`config.mk`:
```
export PLATFORM = sky130hd
export DESIGN_NAME = adc_input_conditioner
export DESIGN_NICKNAME = d
export VERILOG_FILES = /design/src/rtl/aic_pkg.sv /design/src/rtl/aic_port_mux.sv /design/src/rtl/aic_formatter.sv /design/src/rtl/aic_out_stage.sv /design/src/rtl/adc_input_conditioner.sv
export SDC_FILE = /design/constraint.sdc
export NUM_CORES = 1
export LEC_CHECK = 0
export ABC_AREA = 1
export BUFFER_PORTS_ARGS = -buffer_cell sky130_fd_sc_hd__buf_2
export CAP_MARGIN = 20
export CORE_UTILIZATION = 35
export CTS_BUF_LIST = sky130_fd_sc_hd__clkbuf_4
export DETAILED_ROUTE_END_ITERATION = 10
export GPL_ROUTABILITY_DRIVEN = 1
export SYNTH_ARGS = -nofsm -noshare
export SYNTH_HDL_FRONTEND = slang
export SYNTH_HIERARCHICAL = 1
export SYNTH_SLANG_ARGS = --single-unit
```
`constraint.sdc`:
```
create_clock -name clk -period 3.7 [get_ports clk]
set_clock_uncertainty 0.2 [all_clocks]
set_input_delay 0 -clock clk [delete_from_list [all_inputs] [get_ports clk]]
set_output_delay 0 -clock clk [all_outputs]
set_load 0.03 [all_outputs]
```
`src/rtl/aic_pkg.sv`:
```
// Shared definitions for the ADC input conditioner.
// Assumes: the format code is a two-bit field driven from static configuration.
package aic_pkg;

    typedef enum logic [1:0] {
        FMT_FIX_NARROW = 2'd0,
        FMT_FIX_WIDE   = 2'd1,
        FMT_FLOAT      = 2'd2,
        FMT_FLOAT_IL   = 2'd3
    } fmt_e;

endpackage

```
`src/rtl/aic_port_mux.sv`:
```
// Crossbar leg: selects one input port out of a flat bus of equal-width ports.
// Assumes: port 0 occupies the least significant slice; a select beyond the
// last port yields zero.
module aic_port_mux #(
    parameter int NUM_PORTS = 4,
    parameter int PORT_W    = 16,
    parameter int SEL_W     = 2
) (
    input  logic [NUM_PORTS*PORT_W-1:0] ports_flat,
    input  logic [SEL_W-1:0]            sel,
    output logic [PORT_W-1:0]           word
);

    logic [PORT_W-1:0] port_arr [NUM_PORTS];

    // Unpack the flat bus into one slice per port.
    for (genvar p = 0; p < NUM_PORTS; p++) begin : g_unpack
        assign port_arr[p] = ports_flat[p*PORT_W +: PORT_W];
    end

    // Pick the addressed slice; out-of-range selects read as zero.
    always_comb begin
        word = '0;
        for (int p = 0; p < NUM_PORTS; p++) begin
            if (sel == SEL_W'(p)) begin
                word = port_arr[p];
            end
        end
    end

endmodule

```
`src/rtl/aic_formatter.sv`:
```
// Combinational format converter: turns one raw port word into the common
// MSB-aligned two's complement output word.
// Assumes: OUT_W exceeds both fixed widths, and the zero padding below the
// aligned mantissa is at least as wide as the largest exponent, so no shift
// drops a set bit.
module aic_formatter
    import aic_pkg::*;
#(
    parameter int PORT_W   = 16,
    parameter int NARROW_W = 14,
    parameter int OUT_W    = 19,
    parameter int MANT_W   = 12,
    parameter int EXP_W    = 3
) (
    input  logic [PORT_W-1:0] word,
    input  fmt_e              fmt,
    input  logic              msb_inv,
    output logic [OUT_W-1:0]  conv
);

    localparam int WIDE_W     = PORT_W;
    localparam int NARROW_PAD = OUT_W - NARROW_W;
    localparam int WIDE_PAD   = OUT_W - WIDE_W;
    localparam int FLT_PAD    = OUT_W - MANT_W;

    logic [NARROW_W-1:0]     narrow_w;
    logic [WIDE_W-1:0]       wide_w;
    logic [MANT_W-1:0]       mant;
    logic [EXP_W-1:0]        expo;
    logic signed [OUT_W-1:0] flt_aligned;
    logic [OUT_W-1:0]        narrow_out;
    logic [OUT_W-1:0]        wide_out;
    logic [OUT_W-1:0]        flt_out;

    // Fixed-point paths: optional top-bit flip for offset-binary sources.
    always_comb begin
        narrow_w = word[NARROW_W-1:0];
        narrow_w[NARROW_W-1] = narrow_w[NARROW_W-1] ^ msb_inv;
        wide_w = word[WIDE_W-1:0];
        wide_w[WIDE_W-1] = wide_w[WIDE_W-1] ^ msb_inv;
        narrow_out = {narrow_w, {NARROW_PAD{1'b0}}};
        wide_out   = {wide_w, {WIDE_PAD{1'b0}}};
    end

    // Floating-point path: align mantissa to the top, then shift down by exponent.
    always_comb begin
        mant        = word[MANT_W-1:0];
        expo        = word[MANT_W+EXP_W-1:MANT_W];
        flt_aligned = $signed({mant, {FLT_PAD{1'b0}}});
        flt_out     = OUT_W'(flt_aligned >>> expo);
    end

    // Choose the path that matches the configured format.
    always_comb begin
        unique case (fmt)
            FMT_FIX_NARROW: conv = narrow_out;
            FMT_FIX_WIDE:   conv = wide_out;
            default:        conv = flt_out;
        endcase
    end

endmodule

```
`src/rtl/aic_out_stage.sv`:
```
// Output register: qualifies samples by strobe and interleave lane, inserts
// zero samples when zero-pad is on, and holds the last word otherwise.
// Assumes: configuration is stable around each clock edge.
module aic_out_stage
    import aic_pkg::*;
#(
    parameter int OUT_W = 19
) (
    input  logic             clk,
    input  logic             rst_n,
    input  logic [OUT_W-1:0] conv,
    input  fmt_e             fmt,
    input  logic             strobe,
    input  logic             phase,
    input  logic             lane_sel,
    input  logic             zero_pad,
    output logic [OUT_W-1:0] out_data,
    output logic             out_valid
);

    logic lane_ok;
    logic take;
    logic pad;

    // Decide whether this clock carries a kept sample or a padding zero.
    always_comb begin
        lane_ok = (fmt != FMT_FLOAT_IL) || (phase ^ lane_sel);
        take    = strobe && lane_ok;
        pad     = !strobe && zero_pad;
    end

    // Register the result with one clock of latency.
    always_ff @(posedge clk) begin
        if (!rst_n) begin
            out_data  <= '0;
            out_valid <= 1'b0;
        end else if (take) begin
            out_data  <= conv;
            out_valid <= 1'b1;
        end else if (pad) begin
            out_data  <= '0;
            out_valid <= 1'b1;
        end else begin
            out_valid <= 1'b0;
        end
    end

endmodule

```
`src/rtl/adc_input_conditioner.sv`:
```
// Top: routes one port through the crossbar, converts it to the common
// 19-bit word and registers it.
// Assumes: configuration pins are static during a run of samples.
module adc_input_conditioner
    import aic_pkg::*;
#(
    parameter int NUM_PORTS = 4,
    parameter int PORT_W    = 16,
    parameter int NARROW_W  = 14,
    parameter int MANT_W    = 12,
    parameter int EXP_W     = 3,
    parameter int OUT_W     = 19,
    parameter int SEL_W     = 2
) (
    input  logic                        clk,
    input  logic                        rst_n,
    input  logic [NUM_PORTS*PORT_W-1:0] port_data,
    input  logic                        in_strobe,
    input  logic                        in_phase,
    input  logic [1:0]                  cfg_mode,
    input  logic [SEL_W-1:0]            cfg_port_sel,
    input  logic                        cfg_lane_sel,
    input  logic                        cfg_msb_inv,
    input  logic                        cfg_zero_pad,
    output logic [OUT_W-1:0]            out_data,
    output logic                        out_valid
);

    fmt_e              fmt;
    logic [PORT_W-1:0] sel_word;
    logic [OUT_W-1:0]  conv;

    // Interpret the raw mode pins as a format code.
    assign fmt = fmt_e'(cfg_mode);

    aic_port_mux #(
        .NUM_PORTS (NUM_PORTS),
        .PORT_W    (PORT_W),
        .SEL_W     (SEL_W)
    ) u_mux (
        .ports_flat (port_data),
        .sel        (cfg_port_sel),
        .word       (sel_word)
    );

    aic_formatter #(
        .PORT_W   (PORT_W),
        .NARROW_W (NARROW_W),
        .OUT_W    (OUT_W),
        .MANT_W   (MANT_W),
        .EXP_W    (EXP_W)
    ) u_fmt (
        .word    (sel_word),
        .fmt     (fmt),
        .msb_inv (cfg_msb_inv),
        .conv    (conv)
    );

    aic_out_stage #(
        .OUT_W (OUT_W)
    ) u_out (
        .clk       (clk),
        .rst_n     (rst_n),
        .conv      (conv),
        .fmt       (fmt),
        .strobe    (in_strobe),
        .phase     (in_phase),
        .lane_sel  (cfg_lane_sel),
        .zero_pad  (cfg_zero_pad),
        .out_data  (out_data),
        .out_valid (out_valid)
    );

endmodule

```
==> impl_results.md, run 1 <==
- Nets: approximately 520
- Initial antenna violation count: 0
- Int Pwr: roughly 0.46 mW
- Psw: between 0.3 and 0.4 mW
- Top post-synthesis cells by area: nand3_1, dfxtp_1, nand2_1, nand3_2, a21oi_2
- Switch share: roughly two fifths
- Layout cell share with drive strength beyond 1: 34.1%
- Initial DRT Pass Iterations: 8
- CTS root buf: clkbuf_4
- DR vias/cell: between 5 and 6
- F_max: 0.440 GHz
- Setup Fix Bufs, Post-CTS: 0
- Syn_nets: 444
- Vias: ~2900
- Max transition margin: 36.1%
- Post-synth top cells: nand3_1, nand2_1, nand3_2, dfxtp_1, a21oi_2
- DRT iter0 DRCs: around 220
- Pre-CTS setup slack: between 1.5 and 2 ns
- # Max-Cap Violations: 0
- Antenna-violating nets left: 0
- Critical Path Fanout Max: 20
- Clock Pin Slew Worst Setup and Hold Paths: between 0.1 and 0.15 ns
- Wirelength per Cell: 13.2 um
- Worst skew pair latency: about 0.30 ns
- Clk pwr share: a little under a quarter
- Outcome: finished with violations
- Worst EP required: 3.66 ns
- Cell taking the most area after synthesis: nand3_1
- CTS tree: yes
- Crit end category: flop
- Die area: approximately 7000 um^2
- DRC Markers: 7
- Cell Area, Synth: roughly 2300 um^2
- Gr usage total: roughly a fifth
- Flops & latches, synth: 20
- Main synth FF type: dfxtp_1
- Count leader, synth: nand3_1
- Worst setup SP type: input pin
- Core area: 6420 um^2
- Non-filler cells, final: 520
- Register area share after synthesis: between 10% and 20%
- Clock Sinks: 20
- Final core occ: a little over two fifths
- Chip width: approximately 84 um
- Starting density of the core: a little over a third
- Cells after synthesis: roughly 370
- Routed WL: approximately 7000 um
- PwrDens: 283 nW/um^2
- Ys async rst share: 0%
- Finish-stage setup viols: 0
- Number of synthesized flops with an enable pin: 0
- RSZ-0062 raised after global routing: no
- Period utilization: 61.5%
- Comb pwr share: a little under half
- CTS Buf Count: 3
- WHS Path Cells: 5
- Measured slew at the worst slew-check pin: between 0.9 and 1 ns
- Violated checks: design-rule violations
- H-tree depth reported by CTS: 1
- PnR worst setup slack: approximately 1.4 ns
- Vias in the first global route: between 2000 and 3000
- Final hold violations: 0
- FF-to-FF path depth: 2
- Antenna cells: 0
- Sequential power share: between 30% and 40%
- Routability cong.: roughly 0.9
- Pleak: 1.29 nW
- Chip Height: around 84 um
- Final Critical Period: around 2.3 ns
- Final HPWL DP: between 5000 and 6000 um
- Total grt overflow: 0
- Post-Place Cells: approximately 510
- Distinct cell type count of the synthesized netlist: 23
- Crit path kind: input pin to flop
- I/O pin count: 95
- Resized Gates After CTS: 0
- Setup TNS: 0 ns
- Critical Path AT: ~2.2 ns
- Worst vdd ir: about 0.00018 V
- YS warnings: 6
- Yosys top cell area share: 27.8%
- FILL cells: around 690
- Area Overhead vs Synth: 17.7%
- Largest net degree at the start of global routing: 32
- Hold Crit Class: input pin to flop
- Mean area per synthesized cell: 6.35 um^2
- Rows: 29
- Clock tree buffer depth: 2
- Hold-fix buffers, CTS: 3
- Slew Viols, Final: 0
- First-pass GRT wire length: between 10000 and 15000 um
- IO buf count: between 90 and 100
==> cell families after synthesis <==
| kind of cell | count (synthesis) | share of synthesized area, % |
|---|---|---|
| DFF | 20 | 17.1 |
| buffers and inverters | 55 | 15.3 |
| AOI/OAI and AO/OA | 28 | 9.02 |
| and+or+nand+nor | 266 | 58.6 |
==> worst max-delay path: stages <==
cell	delay, ns
buf_2	0.28
buf_4	0.29
nand3_1	0.10
nand4_1	0.10
buf_4	0.22
inv_1	0.06
buf_4	0.19
nand2_1	0.08
nand3_1	0.06
nand3_1	0.07
nand2_1	0.05
dlygate4sd3_1	0.55
nand3_1	0.10
a21oi_2	0.07
==> cell type report <==
class / count / area [um^2] / area share (%)
Multi-Input combinational cell: 294 / 1590 / 57.5
Timing Repair Buffer: 102 / 538 / 19.5
Sequential cell: 20 / 400 / 14.5
Tap cell: 77 / 96.3 / 3.49
Inverter: 23 / 86.3 / 3.13
Clock inverter: 1 / 30.0 / 1.09
Clock buffer: 3 / 22.5 / 0.816
==> metal layers <==
metal	up-vias	part of all wire (%)	GRT usage, %
met3	10	5.7	2.57
met5	-	0	0
met1	1297	45	25.1
met2	122	49	36.2
met4	0	1.0	5.64
li1	1427	-	-
==> placed cells by master (no fill, tap or decap) <==
master	instances
nor2_8	1
dlygate4sd3_1	3
nand3_1	130
nand3b_1	3
clkbuf_4	3
nand4_1	17
a21oi_1	5
inv_1	18
nor3_1	1
nor2_1	3
nor2_4	1
inv_2	5
buf_2	94
nand3_2	21
nand2_1	88
a21oi_2	19
nand2_2	1
bufinv_16	1
buf_4	5
dfxtp_1	20
o21ai_0	4
==> power groups by stage <==
stage	Clock, mW	Combinational, mW	Sequential (mW)
6_report	0.183	0.362	0.237
5_1_grt	0.202	0.403	0.239
4_1_cts	0.190	0.360	0.237
3_5_place_dp	0	0.355	0.242
3_3_place_gp	0	0.356	0.242
2_1_floorplan	0	0.246	0.270
==> path summary, 6_finish.rpt <==
path	start	to	slack, ns
hold reg to reg	u_out/out_data[9]	u_out/out_data[9]	0.28
setup / recovery	cfg_port_sel[1]	u_out/out_data[18]	1.43
setup reg to reg	u_out/out_data[7]	u_out/out_data[7]	2.80
hold / removal	cfg_mode[0]	u_out/out_data[3]	0.02
==> flip-flops by register name, indices dropped and copies added (netlist names) <==
signal           cells
u_out/out_data      19
u_out/out_valid      1
==> metrics by stage <==
step                power [mW]  hold slack, ns  cell area [um^2]
floorplan                0.516          0.0625              2340
global placement         0.598           0.235              2680
detailed placement       0.598           0.240              2680
CTS                      0.787         0.00282              2760
global route             0.844          0.0312              2760
finish                   0.782          0.0180              2760
No activity file was read; power rests on OpenSTA's default activity.
==> run 2, diff against run 1 <==
- ABC_AREA: 1 -> 0
- clock period: 3.7 -> 2.3 ns (I/O delays scaled with it)
==> run 2 against run 1 <==
Against the previous run: the flow now finishes without violations; critical path depth decreased by 6; die area is 1.3% lower; flip-flop and latch count is the same; via count shrank 13%; global-route usage is 0.72 points lower.
==> impl_results.md, run 2 <==
- H-tree depth reported by CTS: 1 (unchanged)
- Antenna cells: 0 (unchanged)
- Reg-to-Reg End: u_out/out_data[13]
- Gr usage total: 19.4% (-0.72 points)
- First-pass GRT wire length: 11300 um (-5.5%)
- Register area share after synthesis: 17.3% (+0.23 points)
- Worst vdd ir: 0.000286 V (+60%)
- Hold Crit Class: input pin to flop
- Flops & latches, synth: 20 (unchanged)
- Pleak: 1.26 nW (-2.0%)
- RSZ-0062 raised after global routing: no
- Worst R2R Setup Slack: 1.37 ns (-1.43 ns)
- WHS Path Cells: 3 (-2)
- Count leader, synth: nand2_1
- Worst EP required: 2.25 ns (-1.41 ns)
- Largest net degree at the start of global routing: 28 (-13%)
- CP max stage cell: mux4_1
- Post-synth top cells: nand2_1, o211ai_1, dfxtp_1, a31oi_1, nand4_1
- Distinct cell type count of the synthesized netlist: 51 (+120%)
- F_max: 0.482 GHz
- DR vias/cell: 5.78 (+5.2%)
- Top post-synthesis cells by area: dfxtp_1, mux4_2, o211ai_1, mux4_1, nand2_1
- Initial antenna violation count: 0 (unchanged)
- Routed WL: 6700 um (-2.5%)
- Worst skew pair latency: 0.28 ns (-0.02 ns)
- Worst-path cell chain: buf_2 > buf_4 > mux4_1 > mux2_4 > a32o_1 > or3_1 > o211ai_1 > a31oi_1
- I/O pin count: 95 (unchanged)
- Clock Sinks: 20 (unchanged)
- Antenna-violating nets left: 0 (unchanged)
- WHS: 0.0285 ns (+0.0105 ns)
- Mean area per synthesized cell: 9.25 um^2 (+46%)
- Syn_nets: 325 (-27%)
- Hold Path Sink: u_out/out_data[0]
- Die area: 6940 um^2 (-1.3%)
- Worst hold start: in_strobe
- DRT iter0 DRCs: 108 (-51%)
- Initial DRT Pass Iterations: 4 (-4)
- Core area: 6350 um^2 (-1.1%)
- Largest register FFs: 19 (unchanged)
- Main synth FF type: dfxtp_1
- FF-to-FF path depth: 2 (unchanged)
- PwrDens: 412 nW/um^2 (+45%)
- Ys async rst share: 0% (unchanged)
- Commonest non-fill, non-tap cells in the layout: buf_2, buf_4, nand2_1
- Slew Viols, Final: 0 (unchanged)
- Measured slew at the worst slew-check pin: 0.645 ns (-0.313 ns)
- Chip Height: 83.3 um (-0.65%)
- Max stage delay on crit path: 0.63 ns (+0.08 ns)
- Chip width: 83.3 um (-0.65%)
- CTS root buf: clkbuf_4
- Cell taking the most area after synthesis: dfxtp_1
- Number of synthesized flops with an enable pin: 0 (unchanged)
- Largest regs: u_out/out_data x19, u_out/out_valid x1
- Outcome: completed
- Cells after synthesis: 250 (-32%)
- Register area: 400 um^2 (unchanged)
- Cell Area, Synth: 2310 um^2 (-1.3%)
- R2R Path Start: u_out/out_data[13]
- Crit path kind: input pin to flop
- Vias: 2491 (-13%)
- Commonest non-fill, non-tap cell in the layout: buf_2
- Final Critical Period: between 2 and 2.5 ns
- Post-Place Cells: 426 (-17%)
- Critical Path Fanout Max: 6 (-70%)
- FILL cells: 638 (-7.9%)
- Clock tree buffer depth: 2 (unchanged)
- Max transition margin: 57.0% (+21 points)
- Largest register by flop count: u_out/out_data
- PnR worst setup slack: 0.225 ns (-1.20 ns)
- Yosys top cell area share: 17.3% (-10 points)
- Crit end category: flop
- Rows: 29 (unchanged)
- Period utilization: 90.2%
- Non-filler cells, final: 431 (-17%)
- Routability cong.: 0.894 (-0.45%)
- Vias in the first global route: 2280 (-16%)
- # Max-Cap Violations: 0 (unchanged)
- Final hold violations: 0 (unchanged)
- Worst setup SP type: input pin
- CTS tree: yes
- Wirelength per Cell: 15.6 um (+18%)
- Starting density of the core: 36.4% (-0.076 points)
- Pre-CTS setup slack: -0.0795 ns (-1.65 ns)
- Area Overhead vs Synth: 29.6%
- Nets: 431 (-17%)
- Setup Fix Bufs, Post-CTS: 0 (unchanged)
- Layout cell share with drive strength beyond 1: 43.8% (+9.7 points)
- Clock Pin Slew Worst Setup and Hold Paths: 0.10 ns (-0.03 ns)
- Final HPWL DP: 5080 um (-5.8%)
- Critical Path AT: 2.03 ns (-0.20 ns)
- YS warnings: 6 (unchanged)
- DRC Markers: 0 (-7)
- Multi-input gate area: 1690 um^2 (+6.3%)
- Finish-stage setup viols: 0 (unchanged)
- IO buf count: 94 (unchanged)
- CTS Buf Count: 3 (unchanged)
- Total grt overflow: 0 (unchanged)
[run 2: changes by cell type after synthesis, sizes merged, moves of 20 or more]
cell    previous run  this run
o211ai             0        25
mux4               0        20
nand2             89        33
nand3            151         2
inv               23         3
a21oi             24         3
[run 2: how the worst max path moves through the flow]
stage,startpoint,end,slack (ns),cells past startpoint
after floorplan,cfg_port_sel[0],u_out/out_data[6],0.07,9
after global placement,cfg_port_sel[0],u_out/out_data[6],-0.06,8
after detailed placement,cfg_port_sel[0],u_out/out_data[11],-0.08,10
after CTS,cfg_port_sel[0],u_out/out_data[11],0.24,10
after global routing,cfg_port_sel[0],u_out/out_data[10],0.09,9
final,cfg_port_sel[0],u_out/out_data[6],0.23,8
[run 2: logic make-up (layout without fill, tap and decap cells)]
family,Yosys count,in the layout,share of synthesized area [%]
multiplexers,44,44,31.8
AND/OR/NAND/NOR,77,77,17.1
AO/OA/AOI/OAI,71,71,22.6
flip-flops,20,20,17.3
buffers and inverters,35,139,9.79
XOR/XNOR,3,3,1.46
[run 2: report_power, final]
group          internal (mW)  total, mW  switching, mW
combinational          0.328      0.686          0.358
sequential             0.370      0.388         0.0171
clock                 0.0608      0.160         0.0995
total                  0.759       1.23          0.475
[run 2: critical path: cells and delay by family]
| family | cells | cell delay [ns] |
|---|---|---|
| AOI/OAI and AO/OA | 3 | 0.43 |
| muxes | 2 | 0.94 |
| buffers and inverters | 2 | 0.33 |
| and+or+nand+nor | 1 | 0.33 |
[run 2: final cells by class]
| class | instances | share of cell area [%] |
|---|---|---|
| repair buffers | 133 | 26.1 |
| multi-input cells | 195 | 56.2 |
| flip-flops and latches | 20 | 13.4 |
| inverters | 3 | 0.376 |
| well taps | 77 | 3.22 |
| clock buffers | 3 | 0.752 |
[run 2: through the flow]
step | instance area (um^2) | power, mW | utilization [%] | TNS, ns
after global placement | 2950 | 1.07 | 46.5 | -0.342
after global routing | 3000 | 1.32 | 47.2 | 0
after CTS | 3000 | 1.24 | 47.2 | 0
after floorplan | 2310 | 0.848 | - | 0
after detailed placement | 2950 | 1.07 | 46.5 | -0.483
final | 3000 | 1.23 | 47.2 | 0
[run 2: routing by layer]
metal | GRT usage, % | vias to the layer above | share of wire, %
met5 | 0 | - | 0
met4 | 4.08 | 0 | 0.67
met3 | 1.59 | 4 | 6.8
met2 | 30.8 | 121 | 46
met1 | 28.8 | 1148 | 47
li1 | - | 1218 | -
[run 2: timing repair]
item / in CTS / in global routing
resized for setup: 0 / 0
endpoints found under the setup margin: 0 / 0
hold buffers: 2 / 0
endpoints found under the hold margin: 16 / 0
==> run 3, diff against run 2 <==
- CORE_UTILIZATION: 35 -> 50
- MAX_ROUTING_LAYER: default -> met4
- PLACE_DENSITY: default -> 0.83
==> run 3 against run 2 <==
Against the previous run: largest cell class unchanged; critical path type unchanged; hold slack got worse by 0.00068 ns; highest routed layer unchanged; via count increased by 5.3%; sequential power about the same; design area down 2.0%; critical path depth is the same.
==> impl_results.md, run 3 (synthesized netlist as in run 2, its figures left out) <==
- Commonest non-fill, non-tap cell in the layout: buf_2
- Initial antenna violation count: 0 (unchanged)
- Gr usage total: 30.1% (+11 points)
- Worst hold start: in_strobe
- Largest register by flop count: u_out/out_data
- CP max stage cell: mux4_1
- Setup Fix Bufs, Post-CTS: 0 (unchanged)
- Final Critical Period: 2.07 ns (-0.00262 ns)
- Core area: 4410 um^2 (-30%)
- Finish-stage setup viols: 0 (unchanged)
- Routed WL: 6900 um (+2.9%)
- Reg-to-Reg End: u_out/out_data[6]
- IO buf count: 94 (unchanged)
- Chip Height: 70.0 um (-16%)
- DR vias/cell: 6.57 (+14%)
- Buf/Inv on CP: 2 (unchanged)
- Starting density of the core: 52.4% (+16 points)
- Initial DRT Pass Iterations: 5 (+1)
- # Max-Cap Violations: 0 (unchanged)
- Routability cong.: 0.991 (+11%)
- Max transition margin: 49.8% (-7.1 points)
- Crit end category: flop
- Wirelength per Cell: 17.3 um (+11%)
- Worst-path cell chain: buf_2 > buf_4 > mux4_1 > mux2_1 > a32o_1 > a221o_1 > o211ai_1 > a31oi_1
- CTS Buf Count: 3 (unchanged)
- Hold-fix buffers, CTS: 2 (unchanged)
- Vias: 2622 (+5.3%)
- Largest register FFs: 19 (unchanged)
- Total grt overflow: 0 (unchanged)
- Largest net degree at the start of global routing: 32 (+14%)
- Vias in the first global route: 2534 (+11%)
- Clock Sinks: 20 (unchanged)
- Pleak: 1.24 nW (-1.9%)
- Clock Pin Slew Worst Setup and Hold Paths: 0.12 ns (+0.02 ns)
- Period utilization: 90.1% (-0.11 points)
- Rows: 24 (-17%)
- Antenna-violating nets left: 0 (unchanged)
- CTS tree: yes
- WHS Path Cells: 3 (unchanged)
- DRT iter0 DRCs: 227 (+110%)
- FF-to-FF path depth: 2 (unchanged)
- Measured slew at the worst slew-check pin: 0.752 ns (+0.107 ns)
- DRC Markers: 0 (unchanged)
- Worst vdd ir: 0.000229 V (-20%)
- Slew Viols, Final: 0 (unchanged)
- CTS root buf: clkbuf_4
- Worst R2R Setup Slack: 1.30 ns (-0.07 ns)
- Nets: 423 (-1.9%)
- R2R Path Start: u_out/out_data[6]
- Clock tree buffer depth: 2 (unchanged)
- First-pass GRT wire length: 11800 um (+5.0%)
- I/O pin count: 95 (unchanged)
- Antenna cells: 0 (unchanged)
- Worst skew pair latency: 0.30 ns (+0.02 ns)
- CP top delay family: multiplexers
- Max stage delay on crit path: 0.63 ns (about the same)
- Crit path kind: input pin to flop
- Chip width: 70.0 um (-16%)
- Critical Path Fanout Max: 8 (+2)
- Hold Path Sink: u_out/out_data[0]
- Largest regs: u_out/out_data x19, u_out/out_valid x1
- Area Overhead vs Synth: 26.9%
- Final HPWL DP: 5120 um (+0.70%)
- Final hold violations: 0 (unchanged)
- Total chip power: 1.35 mW (+9.7%)
- Critical Path AT: 2.04 ns (about the same)
- Resized Gates After CTS: 0 (unchanged)
- Outcome: completed
- H-tree depth reported by CTS: 1 (unchanged)
- Worst setup SP type: input pin
- RSZ-0062 raised after global routing: no
- Hold Crit Class: input pin to flop
- F_max: 0.483 GHz (+0.13%)
- Worst EP required: 2.27 ns (+0.02 ns)
- PwrDens: 461 nW/um^2 (+12%)
- Layout cell share with drive strength beyond 1: 42.7% (-1.1 points)
- Setup TNS: 0 ns (unchanged)
- Commonest non-fill, non-tap cells in the layout: buf_2, nand2_1, buf_4
- Die area: 4900 um^2 (-29%)
[run 3: worst max-delay path by stage]
stage	slack, ns	endpoint	startpoint	cells past startpoint
after floorplan	0.07	u_out/out_data[6]	cfg_port_sel[0]	9
after global placement	-0.05	u_out/out_data[7]	cfg_port_sel[0]	8
after detailed placement	-0.09	u_out/out_data[4]	cfg_port_sel[0]	7
after CTS	0.24	u_out/out_data[4]	cfg_port_sel[0]	7
after global routing	0.10	u_out/out_data[6]	cfg_port_sel[0]	8
final	0.23	u_out/out_data[7]	cfg_port_sel[0]	8
[run 3: cell type report]
class / instances / area [um^2]
multi-input cells: 195 / 1690
fillers: 355 / 1480
repair buffers: 125 / 721
flip-flops and latches: 20 / 400
well taps: 52 / 65.1
clock inverters: 1 / 30.0
clock buffers: 3 / 22.5
inverters: 3 / 11.3
[run 3: worst min-delay path: cells and delay by family]
family | cells | cell delay, ns
buffers and inverters | 1 | 0.27
AO/OA/AOI/OAI | 2 | 0.21
[run 3: where the power goes]
part / switching (mW) / internal (mW) / total, mW / leakage [nW]
combinational: 0.358 / 0.313 / 0.670 / 1.05
sequential: 0.0181 / 0.370 / 0.389 / 0.164
clock: 0.118 / 0.176 / 0.294 / 0.0279
total: 0.494 / 0.859 / 1.35 / 1.24
[run 3: metrics by stage]
stage          std cells  hold WS [ns]  util, %  cell area (um^2)  setup slack, ns
6_report             399        0.0278     66.5              2940            0.228
5_1_grt              399        0.0564     66.5              2940            0.104
4_1_cts              399        0.0106     66.5              2940            0.244
3_5_place_dp         393         0.239     64.9              2860          -0.0949
3_3_place_gp         393         0.235     64.9              2860          -0.0475
2_1_floorplan        250         0.120        -              2310           0.0654
[run 3: per-layer routing]
layer  wire length (um)  vias to the layer above  track usage (%)
li1                   -                     1205                -
met1               2800                     1231             38.2
met2               3420                      171             49.7
met3                558                       15             4.18
met4                116                        0             9.78
met5                  0                        -                -
